[config.mk]
export PLATFORM = sky130hd
export DESIGN_NAME = fastlock_ctrl
export DESIGN_NICKNAME = d
export VERILOG_FILES = /design/src/rtl/fastlock_pkg.sv /design/src/rtl/fl_decode.sv /design/src/rtl/fl_count.sv /design/src/rtl/fl_fsm.sv /design/src/rtl/fastlock_ctrl.sv
export SDC_FILE = /design/constraint.sdc
export NUM_CORES = 1
export LEC_CHECK = 0
export ABC_CLOCK_PERIOD_IN_PS = 2150
export BUFFER_PORTS_ARGS = -buffer_cell sky130_fd_sc_hd__buf_4
export CORE_MARGIN = 8
export CORE_UTILIZATION = 53
export CTS_CLUSTER_DIAMETER = 30
export DETAILED_ROUTE_END_ITERATION = 12
export GPL_ROUTABILITY_DRIVEN = 0
export PLACE_DENSITY = 0.78
export SLEW_MARGIN = 25
export SYNTH_ARGS = -nofsm -noshare
export SYNTH_HDL_FRONTEND = slang
export SYNTH_SLANG_ARGS = --single-unit
export TNS_END_PERCENT = 50
[constraint.sdc]
create_clock -name clk -period 2.15 [get_ports clk]
set_input_delay 0.215 -clock clk [delete_from_list [all_inputs] [get_ports clk]]
set_output_delay 0.215 -clock clk [all_outputs]
set_load 0.01 [all_outputs]
[src/rtl/fastlock_pkg.sv]
package fastlock_pkg;
    typedef enum logic [2:0] {
        FL_OFF       = 3'd0,
        FL_MAN_BOOST = 3'd1,
        FL_MAN_LOW   = 3'd2,
        FL_MAN_HIGH  = 3'd3,
        FL_TIMED     = 3'd4
    } fl_state_t;
endpackage

[src/rtl/fl_decode.sv]
module fl_decode
    import fastlock_pkg::*;
#(
    parameter int TW = 12
) (
    input  logic [TW-1:0] word,
    output fl_state_t     dec_state
);
    localparam int MANUAL_CODES = 4;

    always_comb begin
        if (word >= TW'(MANUAL_CODES)) begin
            dec_state = FL_TIMED;
        end else begin
            unique case (word[1:0])
                2'd0:    dec_state = FL_OFF;
                2'd1:    dec_state = FL_MAN_BOOST;
                2'd2:    dec_state = FL_MAN_LOW;
                default: dec_state = FL_MAN_HIGH;
            endcase
        end
    end
endmodule

[src/rtl/fl_count.sv]
module fl_count #(
    parameter int TW = 12
) (
    input  logic          clk,
    input  logic          rst_n,
    input  logic          load,
    input  logic [TW-1:0] load_val,
    input  logic          dec,
    output logic [TW-1:0] cnt,
    output logic          last
);
    always_ff @(posedge clk or negedge rst_n) begin
        if (!rst_n) begin
            cnt <= '0;
        end else if (load) begin
            cnt <= load_val;
        end else if (dec && cnt != '0) begin
            cnt <= cnt - TW'(1);
        end
    end

    assign last = (cnt == TW'(1));

    // only an enabled decrement moves the count, by exactly one
    assert_step_one_R8: assert property (@(posedge clk) disable iff (!rst_n)
        (dec && !load && cnt != '0) |=> cnt == $past(cnt) - TW'(1));
    assert_hold_idle_R8: assert property (@(posedge clk) disable iff (!rst_n)
        (!dec && !load) |=> $stable(cnt));
endmodule

[src/rtl/fl_fsm.sv]
module fl_fsm
    import fastlock_pkg::*;
(
    input  logic      clk,
    input  logic      rst_n,
    input  logic      load,
    input  fl_state_t load_state,
    input  logic      pd_event,
    input  logic      cnt_last,
    input  logic      norm_mag,
    output fl_state_t state,
    output logic      cnt_dec,
    output logic      pin_oe,
    output logic      pin_val,
    output logic      cp_boost,
    output logic      cp_mag,
    output logic      active
);
    fl_state_t state_nx;

    always_comb begin
        state_nx = state;
        if (load) begin
            state_nx = load_state;                       // T_LOAD
        end else if (state == FL_TIMED && pd_event && cnt_last) begin
            state_nx = FL_OFF;                           // T_EXPIRE
        end
    end

    always_ff @(posedge clk or negedge rst_n) begin
        if (!rst_n) state <= FL_OFF;
        else        state <= state_nx;
    end

    assign cnt_dec = (state == FL_TIMED) && pd_event && !load;

    always_comb begin
        pin_oe   = 1'b0;
        pin_val  = 1'b0;
        cp_boost = 1'b0;
        active   = 1'b0;
        unique case (state)
            FL_OFF: ;
            FL_MAN_BOOST: begin
                pin_oe   = 1'b1;
                cp_boost = 1'b1;
            end
            FL_MAN_LOW:  pin_oe = 1'b1;
            FL_MAN_HIGH: begin
                pin_oe  = 1'b1;
                pin_val = 1'b1;
            end
            FL_TIMED: begin
                pin_oe   = 1'b1;
                cp_boost = 1'b1;
                active   = 1'b1;
            end
            default: ;
        endcase
        cp_mag = cp_boost | norm_mag;
    end

    // events do not move a manual or off state
    assert_event_ignored_R11: assert property (@(posedge clk) disable iff (!rst_n)
        (state != FL_TIMED && !load) |=> state == $past(state));
endmodule

[src/rtl/fastlock_ctrl.sv]
module fastlock_ctrl
    import fastlock_pkg::*;
#(
    parameter int TW = 12
) (
    input  logic          clk,
    input  logic          rst_n,
    input  logic [TW-1:0] tl_word,
    input  logic          tl_load,
    input  logic          pd_event,
    input  logic          cp_norm_mag,
    output logic          pin_oe,
    output logic          pin_val,
    output logic          cp_boost,
    output logic          cp_mag,
    output logic          fl_active
);
    fl_state_t     dec_state;
    fl_state_t     state;
    logic          cnt_dec;
    logic          cnt_last;
    logic [TW-1:0] cnt;

    fl_decode #(.TW(TW)) u_dec (
        .word      (tl_word),
        .dec_state (dec_state)
    );

    fl_count #(.TW(TW)) u_cnt (
        .clk      (clk),
        .rst_n    (rst_n),
        .load     (tl_load),
        .load_val (tl_word),
        .dec      (cnt_dec),
        .cnt      (cnt),
        .last     (cnt_last)
    );

    fl_fsm u_fsm (
        .clk        (clk),
        .rst_n      (rst_n),
        .load       (tl_load),
        .load_state (dec_state),
        .pd_event   (pd_event),
        .cnt_last   (cnt_last),
        .norm_mag   (cp_norm_mag),
        .state      (state),
        .cnt_dec    (cnt_dec),
        .pin_oe     (pin_oe),
        .pin_val    (pin_val),
        .cp_boost   (cp_boost),
        .cp_mag     (cp_mag),
        .active     (fl_active)
    );

    assert_manual_boost_R3: assert property (@(posedge clk) disable iff (!rst_n)
        (tl_load && tl_word == TW'(1)) |=> (pin_oe && !pin_val && cp_boost && !fl_active));
    assert_timed_start_R6: assert property (@(posedge clk) disable iff (!rst_n)
        (tl_load && tl_word >= TW'(4)) |=> (fl_active && cp_boost && cnt == $past(tl_word)));
    assert_active_count_R10: assert property (@(posedge clk) disable iff (!rst_n)
        fl_active |-> (cnt != '0 && state == FL_TIMED));
    assert_expire_R7: assert property (@(posedge clk) disable iff (!rst_n)
        (fl_active && pd_event && !tl_load && cnt == TW'(1)) |=> (!fl_active && !pin_oe && !cp_boost));
    assert_load_wins_R9: assert property (@(posedge clk) disable iff (!rst_n)
        (fl_active && pd_event && tl_load) |=> cnt == $past(tl_word));
endmodule

==> summary.md, run 1 <==
| Metric | Value |
|---|---|
| Ys flop type | `dfrtp_1` |
| Clock power share | `0.246` |
| Placed cells | `157` |
| Commonest non-fill, non-tap cell in the layout | `buf_4` |
| Fin worst setup slack | `0.281 ns` |
| Synth top area cells | `dfrtp_1 (36%), nor4_4 (4.1%), a31oi_1 (3.6%), ha_1 (3.6%), nand3_1 (3.3%)` |
| Max Transition Viols Final | `0` |
| Mapped Cells | `112` |
| Post-route cell area | `1270 um^2` |
| Post-Synth XOR/XNOR Area | `0.0251` |
| TNS Setup | `0 ns` |
| PwrDens | `540 nW/um^2` |
| Worst slew pin tran | `0.513 ns` |
| Slowest CP cell | `nor4_2` |
| Worst R2R Path Depth | `4` |
| Post-Synth Simple-Gate Area | `0.300` |
| Clk sinks | `15` |
| Crit path capture | `u_cnt.cnt[11]` |
| Via count | `951` |
| CP max FO | `7` |
| Cell area after synthesis | `1050 um^2` |
| DRT Pass-1 Iters | `4` |
| Synth Area in Compound Gates | `0.169` |
| Post-DP Area | `1230 um^2` |
| Largest family of logic cells by synthesized area | `simple AND/OR/NAND/NOR gates` |
| Combinational share of power | `0.247` |
| EDFF count, synth | `0` |
| Worst path depth | `4` |
| Critical-path cell list | `nor4_2 > nand4_1 > mux2_1 > mux2_2` |
| Area growth syn-to-layout | `20.8%` |
| CP top delay family | `simple AND/OR/NAND/NOR gates` |
| Synth cell types | `39` |
| Die width | `60.5 um` |
| Unrepaired setup endpoints after global routing | `no` |
| Sw frac | `0.327` |
| Layout Nets | `156` |
| FF+latch count, synth | `15` |
| Design Power | `0.683 mW` |
| Antenna violations before repair | `0` |
| Worst Path Required | `2.34 ns` |
| CTS Buf Count | `3` |
| Via density | `5.87` |
| Kind of critical path | `flip-flop to flip-flop` |
| IO Count | `22` |
| All-Layer GR Usage | `0.152` |
| Share of the synthesized area in the top cell type | `0.358` |
| Total gr overflow | `0` |
| Final setup vio count | `0` |
| Hpwl dp | `1.89 mm` |
| Rel. slew slack | `0.655` |
| Share of cells above drive strength 1 | `0.281` |
| Internal reg-to-reg setup slack | `0.28 ns` |
| DR WL/cell | `14.8 um` |
| Post-Route WL | `2.40 mm` |
| Largest area contributor in the netlist | `dfrtp_1` |
| Initial Util | `0.546` |
| Setup crit start | `u_cnt.cnt[2]` |
| WP data arrival | `2.06 ns` |
| CTS tree | `yes` |
| ANT cells | `0` |
| Final Hold Violating Endpoints | `0` |
| Post-Syn Area per Cell | `9.36 um^2` |
| Worst slack, placed | `0.294 ns` |
| Clock period minus worst slack | `1.87 ns` |
| Count of max-cap constraint violations | `0` |
| Post-synthesis mux area share | `0.0728` |
| Adder-cell share of the synthesized area | `0.0358` |
| P_int | `0.459 mW` |
| Vias in the first global route | `952` |
| DRT antenna net count | `0` |
| Drt drc | `0` |
| Root buf cell | `clkbuf_4` |
| # port buffers | `21` |
| Hold Crit Class | `primary input to flip-flop` |
| Most frequent cells in the layout | `buf_4 (23), dfrtp_1 (15), nand2_1 (9), nand3_1 (7)` |
| Outcome | `complete, no violations` |
| Seq pwr share | `0.507` |
| Asr flop ratio synth | `1.00` |
| Critical path capture point type | `flip-flop` |
| Yosys warns | `0` |
| Row count | `16` |
| Longest Clk Path Bufs | `2` |
| Clock slew at reported path FFs | `0.09 ns` |
| Worst skew pair latency | `0.29 ns` |
| Fin cells | `162` |
| DIE AREA | `3660 um^2` |
| Reg2reg start | `u_cnt.cnt[2]` |
| Lkg Pwr | `0.533 nW` |
| Post-synth net total | `132` |
| Max stage delay on crit path | `0.52 ns` |
| Register area share after synthesis | `0.358` |
| Peak Freq | `0.535 GHz` |
| VDD IR-drop max | `347 uV` |
| Type of origin of the critical path | `flip-flop` |
| H-Tree Depth | `1` |
| Worst R2R End | `u_cnt.cnt[11]` |
| Switching Power | `0.224 mW` |
| Period utilization | `0.869` |
| DR iter-0 viols | `27` |
| Die Ht | `60.5 um` |
| Largest net degree at the start of global routing | `25` |
| First-pass GRT wire length | `4.15 mm` |
| Core Region | `1920 um^2` |
| CP bufs+invs | `0` |
| Worst Skew | `0.00247 ns` |
==> power groups by stage <==
stage	clock network [mW]	logic (mW)	registers, mW
4_1_cts	0.175	0.170	0.346
3_3_place_gp	0	0.162	0.350
6_report	0.168	0.169	0.346
2_1_floorplan	0	0.108	0.344
3_5_place_dp	0	0.168	0.352
5_1_grt	0.187	0.190	0.352
==> kinds of logic after synthesis <==
family | count (synthesis)
compound gates | 26
xor+xnor | 3
fa+ha+maj | 3
buf+inv | 9
flops | 15
mux | 7
simple gates | 49
==> Yosys cell counts (4+ instances only) <==
| cell | n |
|---|---|
| o21ai_0 | 6 |
| dfrtp_1 | 15 |
| a21oi_1 | 5 |
| nor2_1 | 6 |
| inv_1 | 4 |
| nand3_1 | 7 |
| nand2_1 | 9 |
| a31oi_1 | 6 |
==> cell type report <==
class                   instances  area (um^2)
clock buffers                   3         22.5
clock inverters                 1         5.00
fillers                       170          656
inverters                       4         15.0
multi-input cells              88          632
flip-flops and latches         15          375
well taps                      27         33.8
repair buffers                 24          183
==> worst register-to-register path, stage by stage, from the launching register on <==
cell and delay (ns):
dfrtp_1 0.46, nor4_2 0.52, nand4_1 0.19, mux2_1 0.34
mux2_2 0.26
==> repair_timing <==
action                                  in CTS  in global routing
endpoints found under the hold margin       15                  0
resized for setup                            0                  0
hold buffers                                 1                  0
setup buffers                                0                  0
endpoints found under the setup margin       0                  0
==> routing by layer <==
layer,vias to the layer above,global-route usage,part of all wire
li1,467,-,-
met1,466,0.164,0.41
met2,14,0.271,0.54
met3,4,0.0381,0.030
met4,0,0.0698,0.017
met5,-,0,0
==> flip-flops by register name, summed over array words and instances, names as in the netlist <==
name,flops
u_cnt.cnt,12
u_fsm.state,3
==> how the worst min path moves through the flow <==
| stage | from | end | cells past startpoint |
|---|---|---|---|
| after floorplan | rst_n | u_cnt.cnt[0] | 0 |
| after global routing | tl_word[5] | u_cnt.cnt[5] | 3 |
| after CTS | tl_word[7] | u_cnt.cnt[7] | 3 |
| after global placement | rst_n | u_cnt.cnt[5] | 1 |
| after detailed placement | rst_n | u_cnt.cnt[5] | 1 |
| final | tl_word[7] | u_cnt.cnt[7] | 3 |
==> stage by stage <==
step | util | hold WS (ns)
final | 0.659 | 0.131
after global routing | 0.659 | 0.140
after CTS | 0.659 | 0.125
after detailed placement | 0.639 | 0.0805
after global placement | 0.639 | 0.0804
after floorplan | - | -0.0806
No activity file was read; power rests on OpenSTA's default activity.
==> run 2: changes to the inputs <==
--- a/config.mk
+++ b/config.mk
@@ -14,4 +14,5 @@
 export GPL_ROUTABILITY_DRIVEN = 0
 export PLACE_DENSITY = 0.78
+export RECOVER_POWER = 25
 export SLEW_MARGIN = 25
 export SYNTH_ARGS = -nofsm -noshare
==> constraint.sdc (replaced) <==
create_clock -name clk -period 2.15 [get_ports clk]
set_input_delay 0.1075 -clock clk [delete_from_list [all_inputs] [get_ports clk]]
set_output_delay 0.1075 -clock clk [all_outputs]
set_load 0.01 [all_outputs]
==> summary.md, run 2 (synthesized netlist as in run 1, its figures left out) <==
| Metric | Value |
|---|---|
| Outcome | `complete, no violations` |
| CP max FO | `5` |
| Worst slack, placed | `0.294 ns` |
| Most flops, register | `u_cnt.cnt` |
| Largest net degree at the start of global routing | `25` |
| Drt drc | `0` |
| Longest Clk Path Bufs | `2` |
| Hold Crit Class | `primary input to flip-flop` |
| Design Power | `0.683 mW` |
| Via count | `944` |
| CTS tree | `yes` |
| H-Tree Depth | `1` |
| Die width | `60.5 um` |
| Fin worst setup slack | `0.277 ns` |
| Worst Skew | `0.00224 ns` |
| Lkg Pwr | `0.529 nW` |
| CTS Buf Count | `3` |
| Most frequent cells in the layout | `buf_4 (22), dfrtp_1 (15), nand2_1 (9), nand3_1 (7)` |
| ANT cells | `0` |
| WP data arrival | `2.06 ns` |
| Worst Path Required | `2.34 ns` |
| Die Ht | `60.5 um` |
| Post-Route WL | `2.40 mm` |
| Clk sinks | `15` |
| VDD IR-drop max | `347 uV` |
| Critical path capture point type | `flip-flop` |
| Internal reg-to-reg setup slack | `0.28 ns` |
| Commonest non-fill, non-tap cell in the layout | `buf_4` |
| Period utilization | `0.871` |
| Initial Util | `0.546` |
| Unrepaired setup endpoints after global routing | `no` |
| Row count | `16` |
| Kind of critical path | `flip-flop to flip-flop` |
| Count of max-cap constraint violations | `0` |
| Worst slew pin tran | `0.844 ns` |
| Rel. slew slack | `0.437` |
| Final setup vio count | `0` |
| Post_cts resized | `0` |
| Area growth syn-to-layout | `20.4%` |
| Hpwl dp | `1.89 mm` |
| Root buf cell | `clkbuf_4` |
| Layout Nets | `156` |
| Core Region | `1920 um^2` |
| All-Layer GR Usage | `0.152` |
| Worst skew pair latency | `0.29 ns` |
| Total gr overflow | `0` |
| IO Count | `22` |
| DRT antenna net count | `0` |
| Type of origin of the critical path | `flip-flop` |
| Vias in the first global route | `952` |
| TNS Setup | `0 ns` |
| DIE AREA | `3660 um^2` |
| Final Hold Violating Endpoints | `0` |
| Max Transition Viols Final | `0` |
| First-pass GRT wire length | `4.15 mm` |
| PwrDens | `541 nW/um^2` |
| DR iter-0 viols | `27` |
| Share of cells above drive strength 1 | `0.274` |
| Clock period minus worst slack | `1.87 ns` |
| Top flop regs | `u_cnt.cnt: 12 flops, u_fsm.state: 3 flops` |
| # port buffers | `21` |
| Clock slew at reported path FFs | `0.09 ns` |
| Peak Freq | `0.534 GHz` |
| Finished Core Util | `0.657` |
| DRT Pass-1 Iters | `4` |
| DR WL/cell | `14.8 um` |
| Max FFs per register | `12` |
| Via density | `5.83` |
| Antenna violations before repair | `0` |
==> run 2: cell types whose count changed in the layout (fill, tap and decap cells not counted) <==
cell | previous run | this run
buf_4 | 23 | 22
clkbuf_1 | 0 | 1
==> run 2: layout make-up <==
type | instances | area (um^2)
Tap cell | 27 | 33.8
Multi-Input combinational cell | 88 | 632
Timing Repair Buffer | 24 | 179
Inverter | 4 | 15.0
Clock buffer | 3 | 22.5
Clock inverter | 1 | 5.00
Fill cell | 172 | 659
Sequential cell | 15 | 375
==> run 2: metrics by stage <==
stage | area [um^2] | hold slack (ns) | std cells
finish | 1260 | 0.0232 | 162
global route | 1260 | 0.0323 | 162
CTS | 1270 | 0.0178 | 162
detailed placement | 1230 | -0.0270 | 157
global placement | 1230 | -0.0271 | 157
floorplan | 1050 | -0.188 | 112
==> run 2: path summary, 6_finish.rpt <==
path                                start        endpoint  cells past startpoint
min in group asynchronous           rst_n    u_cnt.cnt[5]                      2
hold / removal                 tl_word[7]    u_cnt.cnt[7]                      3
setup reg to reg             u_cnt.cnt[0]   u_cnt.cnt[10]                      6
max in group asynchronous           rst_n  u_fsm.state[2]                      2
hold reg to reg            u_fsm.state[1]  u_fsm.state[1]                      1
setup / recovery             u_cnt.cnt[0]   u_cnt.cnt[10]                      6
==> run 2: metal layers <==
| metal | part of all wire | track usage | up-vias |
|---|---|---|---|
| met1 | 0.41 | 0.164 | 461 |
| met2 | 0.54 | 0.271 | 14 |
| li1 | - | - | 465 |
| met3 | 0.028 | 0.0381 | 4 |
| met4 | 0.018 | 0.0698 | 0 |
| met5 | 0 | 0 | - |
==> run 2: where the power goes <==
| group | switching (mW) | total [mW] | internal, mW |
|---|---|---|---|
| clock network | 0.0990 | 0.168 | 0.0694 |
| registers | 0.0396 | 0.346 | 0.307 |
| logic | 0.0853 | 0.168 | 0.0825 |
| total | 0.224 | 0.683 | 0.459 |
==> run 2: critical path, stage by stage (launching register included) <==
cell,delay (ns)
dfrtp_1,0.45
inv_1,0.11
ha_1,0.16
nor3b_1,0.31
nand4_1,0.15
mux2_1,0.33
mux2_2,0.26
==> run 2: what timing repair did <==
| action | in CTS | in global routing |
|---|---|---|
| setup buffers | 0 | 0 |
| hold buffers | 1 | 0 |
| endpoints found under the hold margin | 15 | 0 |
==> run 3: changes to the inputs <==
CAP_MARGIN = 20   (was default)
PLACE_DENSITY = default   (was 0.78)
PLACE_DENSITY_LB_ADDON = 0.05   (was default)
==> summary.md, run 3 (synthesized netlist as in run 1, its figures left out) <==
| Metric | Value |
|---|---|
| Post-Route WL | `2.36 mm` |
| Final setup vio count | `0` |
| CTS Buf Count | `3` |
| Worst Path Required | `2.33 ns` |
| Top flop regs | `u_cnt.cnt: 12 flops, u_fsm.state: 3 flops` |
| Most frequent cells in the layout | `buf_4 (22), dfrtp_1 (15), nand2_1 (9), nand3_1 (7)` |
| Layout fillers | `169` |
| Die Ht | `60.5 um` |
| TNS Setup | `0 ns` |
| Critical path capture point type | `flip-flop` |
| Initial Util | `0.546` |
| ANT cells | `0` |
| IO Count | `22` |
| DRT antenna net count | `0` |
| Vias in the first global route | `954` |
| All-Layer GR Usage | `0.148` |
| Combinational share of power | `0.246` |
| Hpwl dp | `1.83 mm` |
| Area growth syn-to-layout | `20.3%` |
| PwrDens | `535 nW/um^2` |
| Via density | `5.75` |
| Met3 Wirelength | `72 um` |
| DRT Pass-1 Iters | `4` |
| CTS tree | `yes` |
| Clock period minus worst slack | `1.87 ns` |
| Worst slew pin tran | `0.808 ns` |
| Core Region | `1920 um^2` |
| Longest Clk Path Bufs | `2` |
| Max FFs per register | `12` |
| Fin cells | `162` |
| Layout Nets | `156` |
| P_int | `0.461 mW` |
| DR iter-0 viols | `21` |
| Final Hold Violating Endpoints | `0` |
| Seq pwr share | `0.514` |
| WP data arrival | `2.05 ns` |
| H-Tree Depth | `1` |
| Total gr overflow | `0` |
| Drt drc | `0` |
| Kind of critical path | `flip-flop to flip-flop` |
| Die width | `60.5 um` |
| Peak Freq | `0.534 GHz` |
| Type of origin of the critical path | `flip-flop` |
| DIE AREA | `3660 um^2` |
| Antenna violations before repair | `0` |
| Clk sinks | `15` |
| Root buf cell | `clkbuf_4` |
| Largest net degree at the start of global routing | `25` |
| Sw frac | `0.317` |
| Switching Power | `0.214 mW` |
| Max layer used | `met4` |
| # port buffers | `21` |
| Hold Crit Class | `primary input to flip-flop` |
| Outcome | `complete, no violations` |
| CP max FO | `7` |
| Commonest non-fill, non-tap cell in the layout | `buf_4` |
| Max Transition Viols Final | `0` |
| Via count | `932` |
| Most flops, register | `u_cnt.cnt` |
| Met2 WL | `1.20 mm` |
| Setup Buffers After CTS | `0` |
| Period utilization | `0.871` |
| Placed cells | `157` |
| Clock power share | `0.240` |
| Share of cells above drive strength 1 | `0.267` |
| First-pass GRT wire length | `4.15 mm` |
| DR WL/cell | `14.5 um` |
| Row count | `16` |
| # hold bufs at CTS | `1` |
| Count of max-cap constraint violations | `0` |
| Post_cts resized | `0` |
| Rel. slew slack | `0.461` |
| Lkg Pwr | `0.527 nW` |
| Unrepaired setup endpoints after global routing | `no` |
| Worst Skew | `0.00171 ns` |
| Internal reg-to-reg setup slack | `0.28 ns` |
| VDD IR-drop max | `383 uV` |
| Clock slew at reported path FFs | `0.09 ns` |
| DRT met1 WL | `1.05 mm` |
| Worst skew pair latency | `0.28 ns` |
-- run 3: power by group through the flow --
stage               Combinational [mW]  Sequential, mW  Clock [mW]
finish                           0.166           0.347       0.162
global route                     0.188           0.352       0.181
CTS                              0.168           0.347       0.165
detailed placement               0.165           0.352           0
global placement                 0.163           0.351           0
floorplan                        0.108           0.344           0
-- run 3: final timing paths --
path | startpoint | end | cells past startpoint
worst min register to register | u_fsm.state[1] | u_fsm.state[1] | 1
worst max register to register | u_cnt.cnt[2] | u_cnt.cnt[11] | 4
min in group asynchronous | rst_n | u_cnt.cnt[11] | 2
worst max-delay path | u_cnt.cnt[2] | u_cnt.cnt[11] | 4
worst min-delay path | tl_word[7] | u_cnt.cnt[7] | 3
max in group asynchronous | rst_n | u_cnt.cnt[2] | 2
-- run 3: through the flow --
stage	hold slack, ns	power, mW	worst slack (ns)	cell area [um^2]	utilization
floorplan	-0.188	0.453	0.315	1050	-
global placement	-0.0272	0.514	0.327	1230	0.639
detailed placement	-0.0260	0.518	0.306	1230	0.639
CTS	0.0358	0.679	0.291	1260	0.658
global route	0.0485	0.722	0.127	1260	0.656
finish	0.0397	0.675	0.278	1260	0.656
-- run 3: routing by layer --
metal,vias up,global-route usage
li1,464,-
met1,451,0.169
met2,12,0.265
met3,5,0.0233
met4,0,0.0598
met5,-,0
-- run 3: final cells by class --
type,instances,area (um^2),area share
Timing Repair Buffer,24,179,0.142
Tap cell,27,33.8,0.0268
Sequential cell,15,375,0.298
Clock buffer,4,26.3,0.0208
Multi-Input combinational cell,88,632,0.501
Inverter,4,15.0,0.0119
-- run 3: critical path, cell delays in order (launching register included) --
cell     delay (ns)
dfrtp_1        0.45
nor4_2         0.54
nand4_1        0.17
mux2_1         0.34
mux2_2         0.26
